`src/rtl/occ_lookup_pkg.sv`:
```
package occ_lookup_pkg;

  // Strobes from control to datapath
  typedef struct packed {
    logic l1We;   // write group table
    logic l2We;   // write occurrence table
    logic l1Rd;   // read group table (stage 1)
    logic l2Rd;   // read occurrence table (stage 2)
  } occStrobe_t;

  typedef enum logic {
    TBL_GROUP = 1'b0,
    TBL_OCC   = 1'b1
  } tblSel_t;

endpackage

```
`src/rtl/occ_lookup_ctrl.sv`:
```
module occ_lookup_ctrl
  import occ_lookup_pkg::*;
(
  input  logic       clk,
  input  logic       rstN,
  input  logic       lkValid,
  input  logic       wrEn,
  input  logic       wrSel,
  input  logic       l1Present,
  output occStrobe_t strobes,
  output logic       s1Valid,
  output logic       s2Valid
);

  tblSel_t selTbl;
  assign selTbl = tblSel_t'(wrSel);

  // Write decode: exactly one table per write
  always_comb begin
    strobes.l1We = wrEn && (selTbl == TBL_GROUP);
    strobes.l2We = wrEn && (selTbl == TBL_OCC);
    strobes.l1Rd = lkValid;
    // Second level is only read for a group that is present
    strobes.l2Rd = s1Valid && l1Present;
  end

  // Two-stage valid pipeline
  always_ff @(posedge clk or negedge rstN) begin
    if (!rstN) begin
      s1Valid <= 1'b0;
      s2Valid <= 1'b0;
    end else begin
      s1Valid <= lkValid;
      s2Valid <= s1Valid;
    end
  end

endmodule

```
`src/rtl/occ_lookup_dp.sv`:
```
module occ_lookup_dp
  import occ_lookup_pkg::*;
#(
  parameter int IDX_W = 4,
  parameter int OFS_W = 2,
  parameter int L2_AW = 4,
  parameter int CID_W = 4,
  parameter int PID_W = 2,
  parameter int WR_AW = 4,
  parameter int WR_DW = 7
) (
  input  logic             clk,
  input  logic             rstN,
  input  occStrobe_t       strobes,
  input  logic             s1Valid,
  input  logic             s2Valid,
  input  logic [IDX_W-1:0] lkIndex,
  input  logic [WR_AW-1:0] wrAddr,
  input  logic [WR_DW-1:0] wrData,
  output logic             l1Present,
  output logic             resMatch,
  output logic [CID_W-1:0] resCid,
  output logic [PID_W-1:0] resPid
);

  localparam int L1_AW    = IDX_W - OFS_W;
  localparam int L1_DEPTH = 1 << L1_AW;
  localparam int L2_DEPTH = 1 << L2_AW;
  localparam int L1_DW    = 1 + L2_AW;
  localparam int L2_DW    = 1 + CID_W + PID_W;
  localparam int HIT_BIT  = CID_W + PID_W;

  // Group table
  logic [L1_DW-1:0] l1Mem [L1_DEPTH];
  logic [L1_DW-1:0] l1Q;
  logic [OFS_W-1:0] off1;
  logic [L1_AW-1:0] grpSel;
  logic [L1_AW-1:0] l1WrAddr;

  assign grpSel   = lkIndex[IDX_W-1:OFS_W];
  assign l1WrAddr = wrAddr[L1_AW-1:0];

  always_ff @(posedge clk) begin
    if (strobes.l1We) l1Mem[l1WrAddr] <= wrData[L1_DW-1:0];
  end

  // Read-before-write: the read takes the old contents
  always_ff @(posedge clk or negedge rstN) begin
    if (!rstN) begin
      l1Q  <= '0;
      off1 <= '0;
    end else if (strobes.l1Rd) begin
      l1Q  <= l1Mem[grpSel];
      off1 <= lkIndex[OFS_W-1:0];
    end
  end

  assign l1Present = l1Q[L2_AW];

  // Occurrence table
  logic [L2_DW-1:0] l2Mem [L2_DEPTH];
  logic [L2_DW-1:0] l2Q;
  logic [L2_AW-1:0] offExt;
  logic [L2_AW-1:0] l2RdAddr;
  logic [L2_AW-1:0] l2WrAddr;

  assign offExt   = L2_AW'(off1);
  assign l2RdAddr = l1Q[L2_AW-1:0] + offExt;   // wraps modulo depth
  assign l2WrAddr = wrAddr[L2_AW-1:0];

  always_ff @(posedge clk) begin
    if (strobes.l2We) l2Mem[l2WrAddr] <= wrData[L2_DW-1:0];
  end

  always_ff @(posedge clk or negedge rstN) begin
    if (!rstN)             l2Q <= '0;
    else if (strobes.l2Rd) l2Q <= l2Mem[l2RdAddr];
    else                   l2Q <= '0;   // absent group or idle: no hit
  end

  // Result formatting
  always_comb begin
    resMatch = s2Valid && l2Q[HIT_BIT];
    resCid   = resMatch ? l2Q[HIT_BIT-1:PID_W] : '0;
    resPid   = resMatch ? l2Q[PID_W-1:0]       : '0;
  end

  // an absent group never reports a match
  p_absent_nomatch_r4: assert property (@(posedge clk) disable iff (!rstN)
    (s1Valid && !l1Present) |=> !resMatch);

  // a match is only reported with a valid result
  p_match_needs_valid_r7: assert property (@(posedge clk) disable iff (!rstN)
    resMatch |-> s2Valid);

  // fields are zero without a match
  p_zero_fields_r7: assert property (@(posedge clk) disable iff (!rstN)
    !resMatch |-> (resCid == '0 && resPid == '0));

endmodule

```
`src/rtl/occ_lookup.sv`:
```
module occ_lookup
  import occ_lookup_pkg::*;
#(
  parameter int IDX_W = 4,
  parameter int OFS_W = 2,
  parameter int L2_AW = 4,
  parameter int CID_W = 4,
  parameter int PID_W = 2,
  parameter int WR_AW = (IDX_W - OFS_W) > L2_AW ? (IDX_W - OFS_W) : L2_AW,
  parameter int WR_DW = (1 + L2_AW) > (1 + CID_W + PID_W) ? (1 + L2_AW) : (1 + CID_W + PID_W)
) (
  input  logic             clk,
  input  logic             rstN,
  input  logic             lkValid,
  input  logic [IDX_W-1:0] lkIndex,
  input  logic             wrEn,
  input  logic             wrSel,
  input  logic [WR_AW-1:0] wrAddr,
  input  logic [WR_DW-1:0] wrData,
  output logic             resValid,
  output logic             resMatch,
  output logic [CID_W-1:0] resCid,
  output logic [PID_W-1:0] resPid
);

  occStrobe_t strobes;
  logic       s1Valid;
  logic       s2Valid;
  logic       l1Present;

  occ_lookup_ctrl u_ctrl (
    .clk       (clk),
    .rstN      (rstN),
    .lkValid   (lkValid),
    .wrEn      (wrEn),
    .wrSel     (wrSel),
    .l1Present (l1Present),
    .strobes   (strobes),
    .s1Valid   (s1Valid),
    .s2Valid   (s2Valid)
  );

  occ_lookup_dp #(
    .IDX_W (IDX_W),
    .OFS_W (OFS_W),
    .L2_AW (L2_AW),
    .CID_W (CID_W),
    .PID_W (PID_W),
    .WR_AW (WR_AW),
    .WR_DW (WR_DW)
  ) u_dp (
    .clk       (clk),
    .rstN      (rstN),
    .strobes   (strobes),
    .s1Valid   (s1Valid),
    .s2Valid   (s2Valid),
    .lkIndex   (lkIndex),
    .wrAddr    (wrAddr),
    .wrData    (wrData),
    .l1Present (l1Present),
    .resMatch  (resMatch),
    .resCid    (resCid),
    .resPid    (resPid)
  );

  assign resValid = s2Valid;

  // every valid result stems from a strobe two cycles earlier
  p_latency_r2: assert property (@(posedge clk) disable iff (!rstN)
    resValid |-> $past(lkValid, 2));

endmodule

```
`config.mk`:
```
export PLATFORM = sky130hd
export DESIGN_NAME = occ_lookup
export DESIGN_NICKNAME = d
export VERILOG_FILES = /design/src/rtl/occ_lookup_pkg.sv /design/src/rtl/occ_lookup_ctrl.sv /design/src/rtl/occ_lookup_dp.sv /design/src/rtl/occ_lookup.sv
export SDC_FILE = /design/constraint.sdc
export NUM_CORES = 1
export LEC_CHECK = 0
export BUFFER_PORTS_ARGS = -buffer_cell sky130_fd_sc_hd__buf_2
export CELL_PAD_IN_SITES_DETAIL_PLACEMENT = 1
export CELL_PAD_IN_SITES_GLOBAL_PLACEMENT = 1
export CORE_AREA = 2 2 107 109
export DETAILED_ROUTE_END_ITERATION = 16
export DIE_AREA = 0 0 109 111
export PLACE_DENSITY = 0.93
export SLEW_MARGIN = 40
export SYNTH_ARGS = -nofsm -noshare
export SYNTH_HDL_FRONTEND = slang
export SYNTH_HIERARCHICAL = 1
export SYNTH_SLANG_ARGS = --single-unit
```
`constraint.sdc`:
```
create_clock -name clk -period 5.67 [get_ports clk]
set_input_delay 0.2835 -clock clk [delete_from_list [all_inputs] [get_ports clk]]
set_output_delay 0.2835 -clock clk [all_outputs]
set_load 0.05 [all_outputs]
```
### Yosys cells after proc, flatten, opt, wreduce, memory -nomap -nowiden

Memories as Yosys holds them, arrays and structs flattened. A register that Yosys moved wholly into a read port is not among the register bits.
Index checks and enable logic that the tools add are counted.
Widths: inputs -> output; s select.

* memories: 2
* input bits: 20
* register bits after elaboration: 11
* output and inout port bits: 8
* bits in writable memories: 132

Memories
* u_dp.l2Mem: words 16, width 7, rd ports 1, clocked after Yosys merged registers in 0, wr ports 1, RTL line occ_lookup_dp.sv:61 `logic [L2_DW-1:0] l2Mem [L2_DEPTH];`
* u_dp.l1Mem: words 4, width 5, rd ports 1, clocked after Yosys merged registers in 1, wr ports 1, RTL line occ_lookup_dp.sv:34 `logic [L1_DW-1:0] l1Mem [L1_DEPTH];`

* reduce and logical (&&, ||, !) cells: 5
* multiplexer cells: 7
* bitwise operators: 1
* add/subtract/negate cells: 1

Operators by type and width (number)
* $mux 7: 1
* $add 4x2->4: 1
* $logic_and 1x1->1: 4
* $mux 1: 4
* $mux 4: 1
* $mux 2: 1
* $logic_not 1->1: 1
* $not 1->1: 1

### Logic depth before layout (Yosys ltp)

Gate-level depths: netlist of run 1.

* word-level depth: 4
* depth in mapped cells: 9

### Modules after synthesis

The synthesis of run 1 kept the hierarchy.

By module, submodules not included
* occ_lookup_dp: cells each 336, instances 1, area each 5793.1 um2
* occ_lookup_ctrl: cells each 6, instances 1, area each 80.1 um2

### Worst setup path after synthesis of run 1

Ideal clock, no wire load.

* path kind: register to register
* from: reg u_dp.l1Q[0], read port of u_dp.l1Mem
* to: reg u_dp.l2Q[5]
* setup time: 0.132 ns
* setup slack: 3.522 ns
* stages on the path, launching flop included: 10
* arrival: 2.016 ns
* buffers on the path: 3
* cell sequence: dfrtp_1 > ha_1 > fa_1 > buf_4 > buf_4 > buf_4 > mux2i_1 > nand3_1 > nand4_1 > o32ai_1

* cells in the longest elaborated chain, start to end: 3

Ends and longest elaborated chain
* start, declared: RTL line occ_lookup_dp.sv:35 `logic [L1_DW-1:0] l1Q;`
* $add 4x2->4: RTL line occ_lookup_dp.sv:68 `assign l2RdAddr = l1Q[L2_AW-1:0] + offExt;`
* $mem_v2 16x7
* $mux 7: RTL line occ_lookup_dp.sv:77 `else if (strobes.l2Rd) l2Q <= l2Mem[l2RdAddr];`
* end signal, assigned: RTL line occ_lookup_dp.sv:77
* end, declared: RTL line occ_lookup_dp.sv:62 `logic [L2_DW-1:0] l2Q;`

No other way between the ends.
A chain may end at the register's enable or synchronous reset.

### Final worst setup path of run 1

Same ends and word-level chain as after synthesis.

==> results of run 1 <==
-- critical path, stage by stage, from the launching register on --
cell and delay [ps]:
dfrtp_1 390, ha_1 240, fa_4 1140, buf_4 480, mux2_2 390, o22ai_1 240, o32ai_1 130
-- worst max-delay path by stage --
stage                     depth (start not counted)           to  slack [ps]        start
after floorplan                                   9  u_dp/l2Q[5]        3520  u_dp/l1Q[0]
after global placement                            7  u_dp/l2Q[1]        2610  u_dp/l1Q[0]
after detailed placement                          6  u_dp/l2Q[6]        2540  u_dp/l1Q[0]
after CTS                                         7  u_dp/l2Q[0]        2530  u_dp/l1Q[0]
after global routing                              6  u_dp/l2Q[5]        2430  u_dp/l1Q[0]
final                                             6  u_dp/l2Q[5]        2520  u_dp/l1Q[0]
-- power groups by stage --
| stage | Combinational, W | Sequential (W) | Clock (W) |
|---|---|---|---|
| floorplan | 0.000297 | 0.00125 | 0 |
| global placement | 0.000388 | 0.00125 | 0 |
| detailed placement | 0.000415 | 0.00126 | 0 |
| CTS | 0.000424 | 0.00124 | 0.00105 |
| global route | 0.000455 | 0.00124 | 0.00109 |
| finish | 0.000431 | 0.00124 | 0.00104 |
-- timing repair --
item	in CTS	in global routing
hold buffers	1	0
gates resized for setup	0	0
hold endpoints to repair	16	0
-- kinds of logic after synthesis --
| kind of cell | after synthesis |
|---|---|
| xor+xnor | 2 |
| flops | 148 |
| compound gates | 25 |
| fa+ha+maj | 3 |
| simple gates | 79 |
| buf+inv | 18 |
| mux | 67 |
-- routing by layer --
metal,vias up,share of wire [%]
met2,127,53
met5,-,0
met3,23,5.3
li1,1421,-
met4,0,2.1
met1,1692,40
-- flip-flops by register name (all words and copies together), names as in the netlist --
signal and cells:
u_dp/off1 2, u_ctrl/s2Valid 1, u_dp/l2Q 7, u_dp/l1Mem 20, u_dp/l1Q 5, u_ctrl/s1Valid 1, u_dp/l2Mem 112
-- stage by stage --
step / hold WS (ps) / power (W) / setup slack, ps
after floorplan: -12.1 / 0.00155 / 3520
final: 103 / 0.00270 / 2520
after CTS: 83.7 / 0.00271 / 2530
after global routing: 109 / 0.00279 / 2430
after global placement: 226 / 0.00164 / 2610
after detailed placement: 245 / 0.00167 / 2540
-- area by class of cell --
cell class                 count  share of cell area [%]
timing repair buffer          29                    2.27
clock buffer                  20                    6.49
multi-input combinational    176                    21.9
sequential                   148                    64.9
clock inverter                12                    1.62
inverter                       3                   0.167
tap                          143                    2.66
-- layout by cell type, fill, tap and decap left out, drive strengths merged --
| cell | count |
|---|---|
| bufinv | 1 |
| or3b | 1 |
| nand2b | 2 |
| nand3 | 30 |
| ha | 2 |
| and2 | 3 |
| dfrtp | 16 |
| o22ai | 14 |
| nor2 | 15 |
| o21ai | 2 |
| xor2 | 1 |
| nand3b | 2 |
| clkinvlp | 6 |
| and2b | 1 |
| mux2 | 34 |
| nor3 | 5 |
| mux2i | 28 |
| buf | 28 |
| clkinv | 4 |
| a21oi | 1 |
| nand4 | 7 |
| mux4 | 5 |
| fa | 1 |
| nand2 | 6 |
| edfxtp | 132 |
| inv | 4 |
| or3 | 1 |
| a21bo | 1 |
| o32ai | 7 |
| dlygate4sd3 | 1 |
| xnor2 | 1 |
| and3 | 6 |
| clkbuf | 20 |
==> run metrics, run 1 <==
status finished, final reports clean; crit path kind flip-flop to flip-flop; WP data required ~6000 ps; routability cong. 0.792; Clock Sinks 148; CTS max path bufs 2; post-synthesis compound-gate area fraction between 2 and 3%; DR WL/cell between 20 and 30 µm; final instance area 6730 µm²; Final min period roughly 3200 ps; min-delay src lkValid; Max-cap violations 0; internal power 0.00199 W; Detail Placement HPWL 8960 µm; startpoint type of the worst setup path flip-flop; crit path DAT around 3400 ps; Worst Max-Slew Pin Slew 824 ps; worst hold endpoint u_ctrl/s1Valid; largest net degree at the start of global routing 33; slew margin rel. 45.0%; switching pwr 0.000717 W; core area 11100 µm²; sequential cell area approximately 4400 µm²; Comb pwr share 15.9%; PD cells between 400 and 500 nW/µm²; VDD IR max roughly 0.00023 V; Yosys cell types 32; vias per cell around 6.1; hold depth 1; unrepaired setup endpoints after global routing no; CP max FO 32; area share of fa/ha/maj cells after synthesis less than 1%; Vias 3263; Nets 398; multi-input logic area 1480 µm²; Syn Area/Cell 17.2 µm²; Total Wirelength 14200 µm; sequential share of the synthesized area 74.3%; first-iteration detailed-routing DRC count 281; Layout Skew 6.82 ps; FF-to-FF End u_dp/l2Q[5]; clock-pin slew on the worst setup and hold paths around 60 ps; RR Startpoint u_dp/l1Q[0]; Sum Neg Setup Slack 0 ps; Final setup viols 0; Yosys top cell area share 67.5%; gr ovfl total 0; CTS root buffer clkbuf_16; H-tree levels 4; top-count cell post-synth edfxtp_1; syn nets 365; Post-Route Utilization 60.7%; die width between 100 and 150 µm; Primary FF master, synth edfxtp_1; vias in the first global route 3545; # DRC 0; multiplexer share of the synthesized area approximately an eighth; Skew-Pair Late Insertion Delay 420 ps; Tot GR Track Use roughly 26%; ANT cells 0; first-pass GRT wire length 21800 µm; ys async rst share 10.8%; initial core utilization ~53%; post-synthesis register bit count between 100 and 150; period utilization 55.6%; Synth Area in XOR/XNOR 0.298%; GR Util met2 a little over two fifths; critical path capture point type flip-flop; yosys warns 6; static leakage 2.34 nW; area grow syn2layout 14.6%; Clk pwr share a little under two fifths; IO Count 28; routing usage on met3 about 4.8%; post-route insts no fill 531; Reg power frac 45.8%; Die Height 111 µm; FP Rows 39; die area around 12000 µm²; Num CTS Buffers 17; R2R setup slack 2520 ps; Post-synth top cells edfxtp_1, mux2_2, nand3_1; post-synth top area cell edfxtp_1; f_max 317 MHz; R2R cell count 6; share of cells above drive strength 1 27.6%; largest cells by area after synthesis edfxtp_1, dfrtp_1, mux2_2, mux2i_1, nand3_1; largest family of logic cells by synthesized area multiplexers; postcts setup bufs 0; HP Class input port to flip-flop; sw frac a little over a quarter; Inst Count DP 498; max-slew violation count 0; Port-buffer cells 27; FILL cells around 980; DP Area just over 6000 µm²; Cells after Synth ~340; gr busiest metal met2; post-route ant nets 0; GR Layer Usage met1 34.4%; Post-Synth Simple-Gate Area under 10%; Fin. Hold Viols 0; Pre-antenna DRT Iters 4; Post-Syn Area 5870 µm²; initial antenna violation count 0; CTS tree yes; number of enable flip-flop cells after synthesis 132
(Power assumes the default switching activity.)
==> run 2: changes to the inputs <==
Settings changed: ABC_AREA set to 1, CORE_AREA 2 2 107 109 to 2 2 121 123, DIE_AREA 0 0 109 111 to 0 0 123 125, PLACE_DENSITY 0.93 to 0.85.
Clock period 5.67 ns to 2.7 ns, I/O delays scaled along.
==> run metrics, run 2 <==
largest cells by area after synthesis edfxtp_1, nand2_1, nand3_1, dfrtp_1, nor2_1 (was edfxtp_1, dfrtp_1, mux2_2, mux2i_1, nand3_1); Max-cap violations 0 (unchanged); core area 14200 µm² (was 11100 µm²); Clk pwr share 39.7% (was 38.3%); Total Wirelength 15700 µm (was 14200 µm); yosys warns 6 (unchanged); Reg power frac 44.5% (was 45.8%); initial core utilization 42.5% (was 53.0%); crit path DAT 2820 ps (was 3440 ps); die area 15400 µm² (was 12100 µm²); VDD IR max 0.000508 V (was 0.000228 V); sequential share of the synthesized area 72.3% (was 74.3%); Post-Syn Area 6030 µm² (was 5870 µm²); DP Area 6290 µm² (was 6160 µm²); first-iteration detailed-routing DRC count 474 (was 281); Sum Neg Setup Slack 0 ps (unchanged); crit path kind flip-flop to flip-flop (unchanged); Crit. Startpoint u_dp/l1Q[0] (unchanged); Num CTS Buffers 17 (unchanged); IO Count 28 (unchanged); Post-synth top cells nand2_1, edfxtp_1, nand3_1 (was edfxtp_1, mux2_2, nand3_1); slew margin rel. 49.6% (was 45.0%); area grow syn2layout 14.4% (was 14.6%); Hold WS 98.2 ps (was 103 ps); Top Registers u_dp/l2Mem (112), u_dp/l1Mem (20), u_dp/l2Q (7) (unchanged); Pre-antenna DRT Iters 5 (was 4); CP Cell Sequence ha_1, fa_1, inv_2, nand3_1, nand3_1, nand2_1, nor2_1, nor2_1 (was ha_1, fa_4, buf_4, mux2_2, o22ai_1, o32ai_1); # DRC 0 (unchanged); internal power 0.00424 W (was 0.00199 W); unrepaired setup endpoints after global routing no (unchanged); Primary FF master, synth edfxtp_1 (unchanged); R2R setup slack 190 ps (was 2520 ps); Yosys cell types 20 (was 32); Vias 4089 (was 3263); Cells after Synth 523 (was 342); Nets 578 (was 398); Yosys top cell area share 65.7% (was 67.5%); sw frac 27.2% (was 26.5%); syn nets 546 (was 365); Port-buffer cells 27 (unchanged); Skew-Pair Late Insertion Delay 430 ps (was 420 ps); Final setup viols 0 (unchanged); Worst Max-Slew Pin Slew 753 ps (was 824 ps); RR Startpoint u_dp/l1Q[0] (unchanged); period utilization 93.0% (was 55.6%); Die Height 125 µm (was 111 µm); min-delay src lkIndex[3] (was lkValid); CTS root buffer clkbuf_16 (unchanged); final instance area 6910 µm² (was 6730 µm²); PD cells 843 nW/µm² (was 402 nW/µm²); CTS tree yes (unchanged); Fin. Hold Viols 0 (unchanged); static leakage 2.63 nW (was 2.34 nW); CTS max path bufs 2 (unchanged); H-tree levels 4 (unchanged); Comb pwr share 15.8% (was 15.9%); post-route ant nets 0 (unchanged); clock-pin slew on the worst setup and hold paths 60 ps (about the same); gr ovfl total 0 (unchanged); ANT cells 0 (unchanged); switching pwr 0.00158 W (was 0.000717 W); Layout Skew 6.69 ps (was 6.82 ps); top-count cell post-synth nand2_1 (was edfxtp_1); WP data required 3010 ps (was 5950 ps); HP Class input port to flip-flop (unchanged); post-synth top area cell edfxtp_1 (unchanged); Syn Area/Cell 11.5 µm² (was 17.2 µm²); postcts setup bufs 0 (unchanged); max-slew violation count 0 (unchanged); first-pass GRT wire length 24700 µm (was 21800 µm); Detail Placement HPWL 9920 µm (was 8960 µm); crit path max-delay cell type fa_1 (was fa_4); post-synthesis register bit count 148 (unchanged); ys async rst share 10.8% (unchanged); largest register by flop count u_dp/l2Mem (unchanged); vias per cell 5.44 (was 6.15); Post-Route Utilization 48.6% (was 60.7%); f_max 398 MHz (was 317 MHz); startpoint type of the worst setup path flip-flop (unchanged); Final min period 2510 ps (was 3150 ps); max FFs per register 112 (unchanged); CP Buf/Inv Count 1 (unchanged); Largest delay share family, worst path adder cells (unchanged); status finished, final reports clean (unchanged); vias in the first global route 4385 (was 3545); Tot GR Track Use 22.3% (was 25.7%); CP max FO 28 (was 32); Clock Sinks 148 (unchanged); most common cell after layout, fill and taps aside nand2_1 (was edfxtp_1); critical path capture point type flip-flop (unchanged); number of enable flip-flop cells after synthesis 132 (unchanged); die width 123 µm (was 109 µm); FP Rows 44 (was 39); initial antenna violation count 0 (unchanged); slowest cell delay on critical path 630 ps (was 1140 ps); commonest non-fill, non-tap cells in the layout nand2_1, edfxtp_1, nand3_1 (was edfxtp_1, mux2_2, nand3_1); largest net degree at the start of global routing 57 (was 33); share of cells above drive strength 1 11.1% (was 27.6%); routability cong. 0.820 (was 0.792); DR WL/cell 21.0 µm (was 26.7 µm)
-- run 2: cell types whose count changed in the layout (fill, tap and decap cells not counted), moves of 10 or more --
cell and change:
inv_1 +19, mux2_2 -32, mux2i_1 -28, nand2_1 +144
nand3_1 +58, nor2_1 +53, o21ai_0 +10, o22ai_1 -12
-- run 2: cells by family (layout without fill, tap and decap cells) --
logic type	Yosys count	in the layout	synth area share [%]
simple gates	308	308	21.1
flops	148	148	72.3
buf+inv	45	89	3.90
compound gates	17	17	1.51
fa+ha+maj	3	3	0.746
mux	2	2	0.373
-- run 2: per-stage QoR --
| step | setup WS, ps | std cells | total power [W] |
|---|---|---|---|
| 2_1_floorplan | 789 | 523 | 0.00325 |
| 3_3_place_gp | 388 | 716 | 0.00348 |
| 3_5_place_dp | 351 | 716 | 0.00353 |
| 4_1_cts | 240 | 751 | 0.00584 |
| 5_1_grt | 74.1 | 751 | 0.00604 |
| 6_report | 188 | 751 | 0.00582 |
-- run 2: layout make-up --
type,count,area [µm²]
inverter,23,86.3
sequential,148,4360
fill,1506,7300
tap,184,230
timing repair buffer,35,218
multi-input combinational,330,1440
clock buffer,19,433
clock inverter,12,139
-- run 2: power groups by stage --
stage          clock (W)  combinational, W  sequential (W)
4_1_cts          0.00234          0.000911         0.00259
5_1_grt          0.00243           0.00101         0.00260
2_1_floorplan          0          0.000628         0.00263
3_5_place_dp           0          0.000890         0.00264
6_report         0.00231          0.000917         0.00259
3_3_place_gp           0          0.000845         0.00263
-- run 2: path summary, 6_finish.rpt --
kind,end,cells past startpoint
min in group asynchronous,u_dp/l1Q[2],2
max,u_dp/l2Q[6],8
min,u_dp/l1Q[4],4
min reg2reg,u_ctrl/s2Valid,0
max reg2reg,u_dp/l2Q[6],8
max in group asynchronous,u_dp/l1Q[0],2
-- run 2: metal layers --
metal  vias up  wire (µm)  track usage (%)
met5         -          0                0
met4         0        344             9.56
met3        30        729             4.84
met2       127       8190             37.5
met1      2074       6480             27.5
li1       1858          -                -
-- run 2: timing repair --
| action | CTS | global route |
|---|---|---|
| hold endpoints to repair | 19 | 0 |
| gates resized for setup | 0 | 0 |
| hold buffers | 4 | 0 |
| endpoints found under the setup margin | 0 | 0 |
-- run 2: worst min-delay path, stage by stage --
cell and delay, ps:
buf_2 140, nor2_1 70, o21ai_0 70, a31oi_1 70
==> run 3: changes to the inputs <==
Settings changed: ABC_AREA 1 to 0, CORE_AREA 2 2 121 123 to 2 2 115 117, DIE_AREA 0 0 123 125 to 0 0 117 119, PLACE_DENSITY 0.85 to 0.86.
==> run metrics, run 3 (same netlist as run 1, synthesis figures left out) <==
CP max FO 39 (was 28); VDD IR max 0.000541 V (was 0.000508 V); initial core utilization 45.6% (was 42.5%); unrepaired setup endpoints after global routing no (unchanged); post-route insts no fill 576 (was 751); Layout Skew 7.87 ps (was 6.69 ps); Clock Sinks 148 (unchanged); gr ovfl total 0 (unchanged); Detail Placement HPWL 8530 µm (was 9920 µm); met2 WL post-DR 6950 µm (was 8190 µm); f_max 412 MHz (was 398 MHz); startpoint type of the worst setup path flip-flop (unchanged); WP data required 2960 ps (was 3010 ps); vias per cell 5.58 (was 5.44); Port-buffer cells 27 (unchanged); Pre-antenna DRT Iters 5 (unchanged); die area 13900 µm² (was 15400 µm²); max FFs per register 112 (unchanged); Nets 411 (was 578); Sum Neg Setup Slack 0 ps (unchanged); Hold WS 95.5 ps (was 98.2 ps); Max-cap violations 0 (unchanged); # DRC 0 (unchanged); Vias 3215 (was 4089); ANT cells 0 (unchanged); Fin. Hold Viols 0 (unchanged); Setup WS post-layout 274 ps (was 188 ps); most common cell after layout, fill and taps aside edfxtp_1 (was nand2_1); critical path capture point type flip-flop (unchanged); first-pass GRT wire length 20100 µm (was 24700 µm); hold depth 1 (was 4); largest net degree at the start of global routing 40 (was 57); Die Height 119 µm (was 125 µm); FP Rows 42 (was 44); postcts setup bufs 0 (unchanged); area grow syn2layout 16.9% (was 14.4%); Design Power 0.00580 W (was 0.00582 W); commonest non-fill, non-tap cells in the layout edfxtp_1, mux2_2, nand3_1 (was nand2_1, edfxtp_1, nand3_1); HP Class input port to flip-flop (unchanged); routed wl met3 711 µm (was 729 µm); post-CTS sizing 0 (unchanged); max-slew violation count 0 (unchanged); R2R cell count 6 (was 8); Worst Max-Slew Pin Slew 779 ps (was 753 ps); static leakage 2.42 nW (was 2.63 nW); clock-pin slew on the worst setup and hold paths 60 ps (about the same); DR WL/cell 22.9 µm (was 21.0 µm); top routing layer used met4 (unchanged); CTS max path bufs 2 (unchanged); largest register by flop count u_dp/l2Mem (unchanged); Crit. Startpoint u_dp/l1Q[0] (unchanged); share of cells above drive strength 1 27.8% (was 11.1%); CTS tree yes (unchanged); IO Count 28 (unchanged); Num CTS Buffers 17 (unchanged); RR Startpoint u_dp/l1Q[0] (unchanged); CTS root buffer clkbuf_16 (unchanged); slew margin rel. 47.7% (was 49.6%); crit path DAT 2690 ps (was 2820 ps); period utilization 89.9% (was 93.0%); Inst Count DP 541 (was 716); Total Wirelength 13200 µm (was 15700 µm); post-route ant nets 0 (unchanged); Top Registers u_dp/l2Mem (112), u_dp/l1Mem (20), u_dp/l2Q (7) (unchanged); routability cong. 0.795 (was 0.820); H-tree levels 4 (unchanged); status finished, final reports clean (unchanged); initial antenna violation count 0 (unchanged); Final setup viols 0 (unchanged); min-delay src wrData[5] (was lkIndex[3]); Placement Setup Slack 342 ps (was 351 ps); first-iteration detailed-routing DRC count 239 (was 474); core area 12900 µm² (was 14200 µm²); crit path kind flip-flop to flip-flop (unchanged); Tot GR Track Use 20.6% (was 22.3%); vias in the first global route 3504 (was 4385); M1 WL 5300 µm (was 6480 µm); Final min period 2430 ps (was 2510 ps); Skew-Pair Late Insertion Delay 430 ps (about the same); die width 117 µm (was 123 µm); PD cells 845 nW/µm² (was 843 nW/µm²)
==> run 3: layout make-up <==
cell class | count | area (µm²)
clock buffer | 19 | 433
clock inverter | 12 | 139
fill | 1189 | 6010
inverter | 3 | 11.3
multi-input combinational | 176 | 1430
sequential | 148 | 4360
tap | 176 | 220
timing repair buffer | 42 | 270
==> run 3: worst max-delay path: stages (launching register included) <==
cell     delay [ps]
dfrtp_1         390
ha_1            230
fa_2            590
buf_12          260
mux2_2          390
o22ai_1         220
o32ai_1         160
==> run 3: timing repair <==
item	4_1_cts	5_1_grt
endpoints found under the setup margin	0	0
endpoints found under the hold margin	19	0
hold buffers	4	0
==> run 3: per-layer routing <==
| metal | up-vias | track usage, % |
|---|---|---|
| met2 | 81 | 33.6 |
| met4 | 0 | 8.53 |
| met3 | 27 | 5.24 |
| met1 | 1659 | 26.0 |
| li1 | 1448 | - |
| met5 | - | 0 |
==> run 3: power breakdown <==
part           leakage, nW  total, W  internal [W]  switching [W]
clock                0.271   0.00229       0.00143       0.000865
sequential            1.39   0.00260       0.00256      0.0000324
combinational        0.757  0.000910      0.000371       0.000539
total                 2.42   0.00580       0.00436        0.00144
==> run 3: path summary, 6_finish.rpt <==
path / to / slack (ps)
worst max-delay path: u_dp/l2Q[5] / 270
worst min-delay path: u_dp/l2Mem[12][5] / 100
worst max register to register: u_dp/l2Q[5] / 270
worst min register to register: u_ctrl/s2Valid / 380
max in group asynchronous: u_dp/off1[1] / 2240
min in group asynchronous: u_dp/l2Q[4] / 180
==> run 3: per-stage QoR <==
step	util, %	cell area (µm²)
6_report	53.3	6860
3_5_place_dp	48.5	6250
3_3_place_gp	48.5	6250
2_1_floorplan	-	5870
5_1_grt	53.3	6860
4_1_cts	53.3	6860
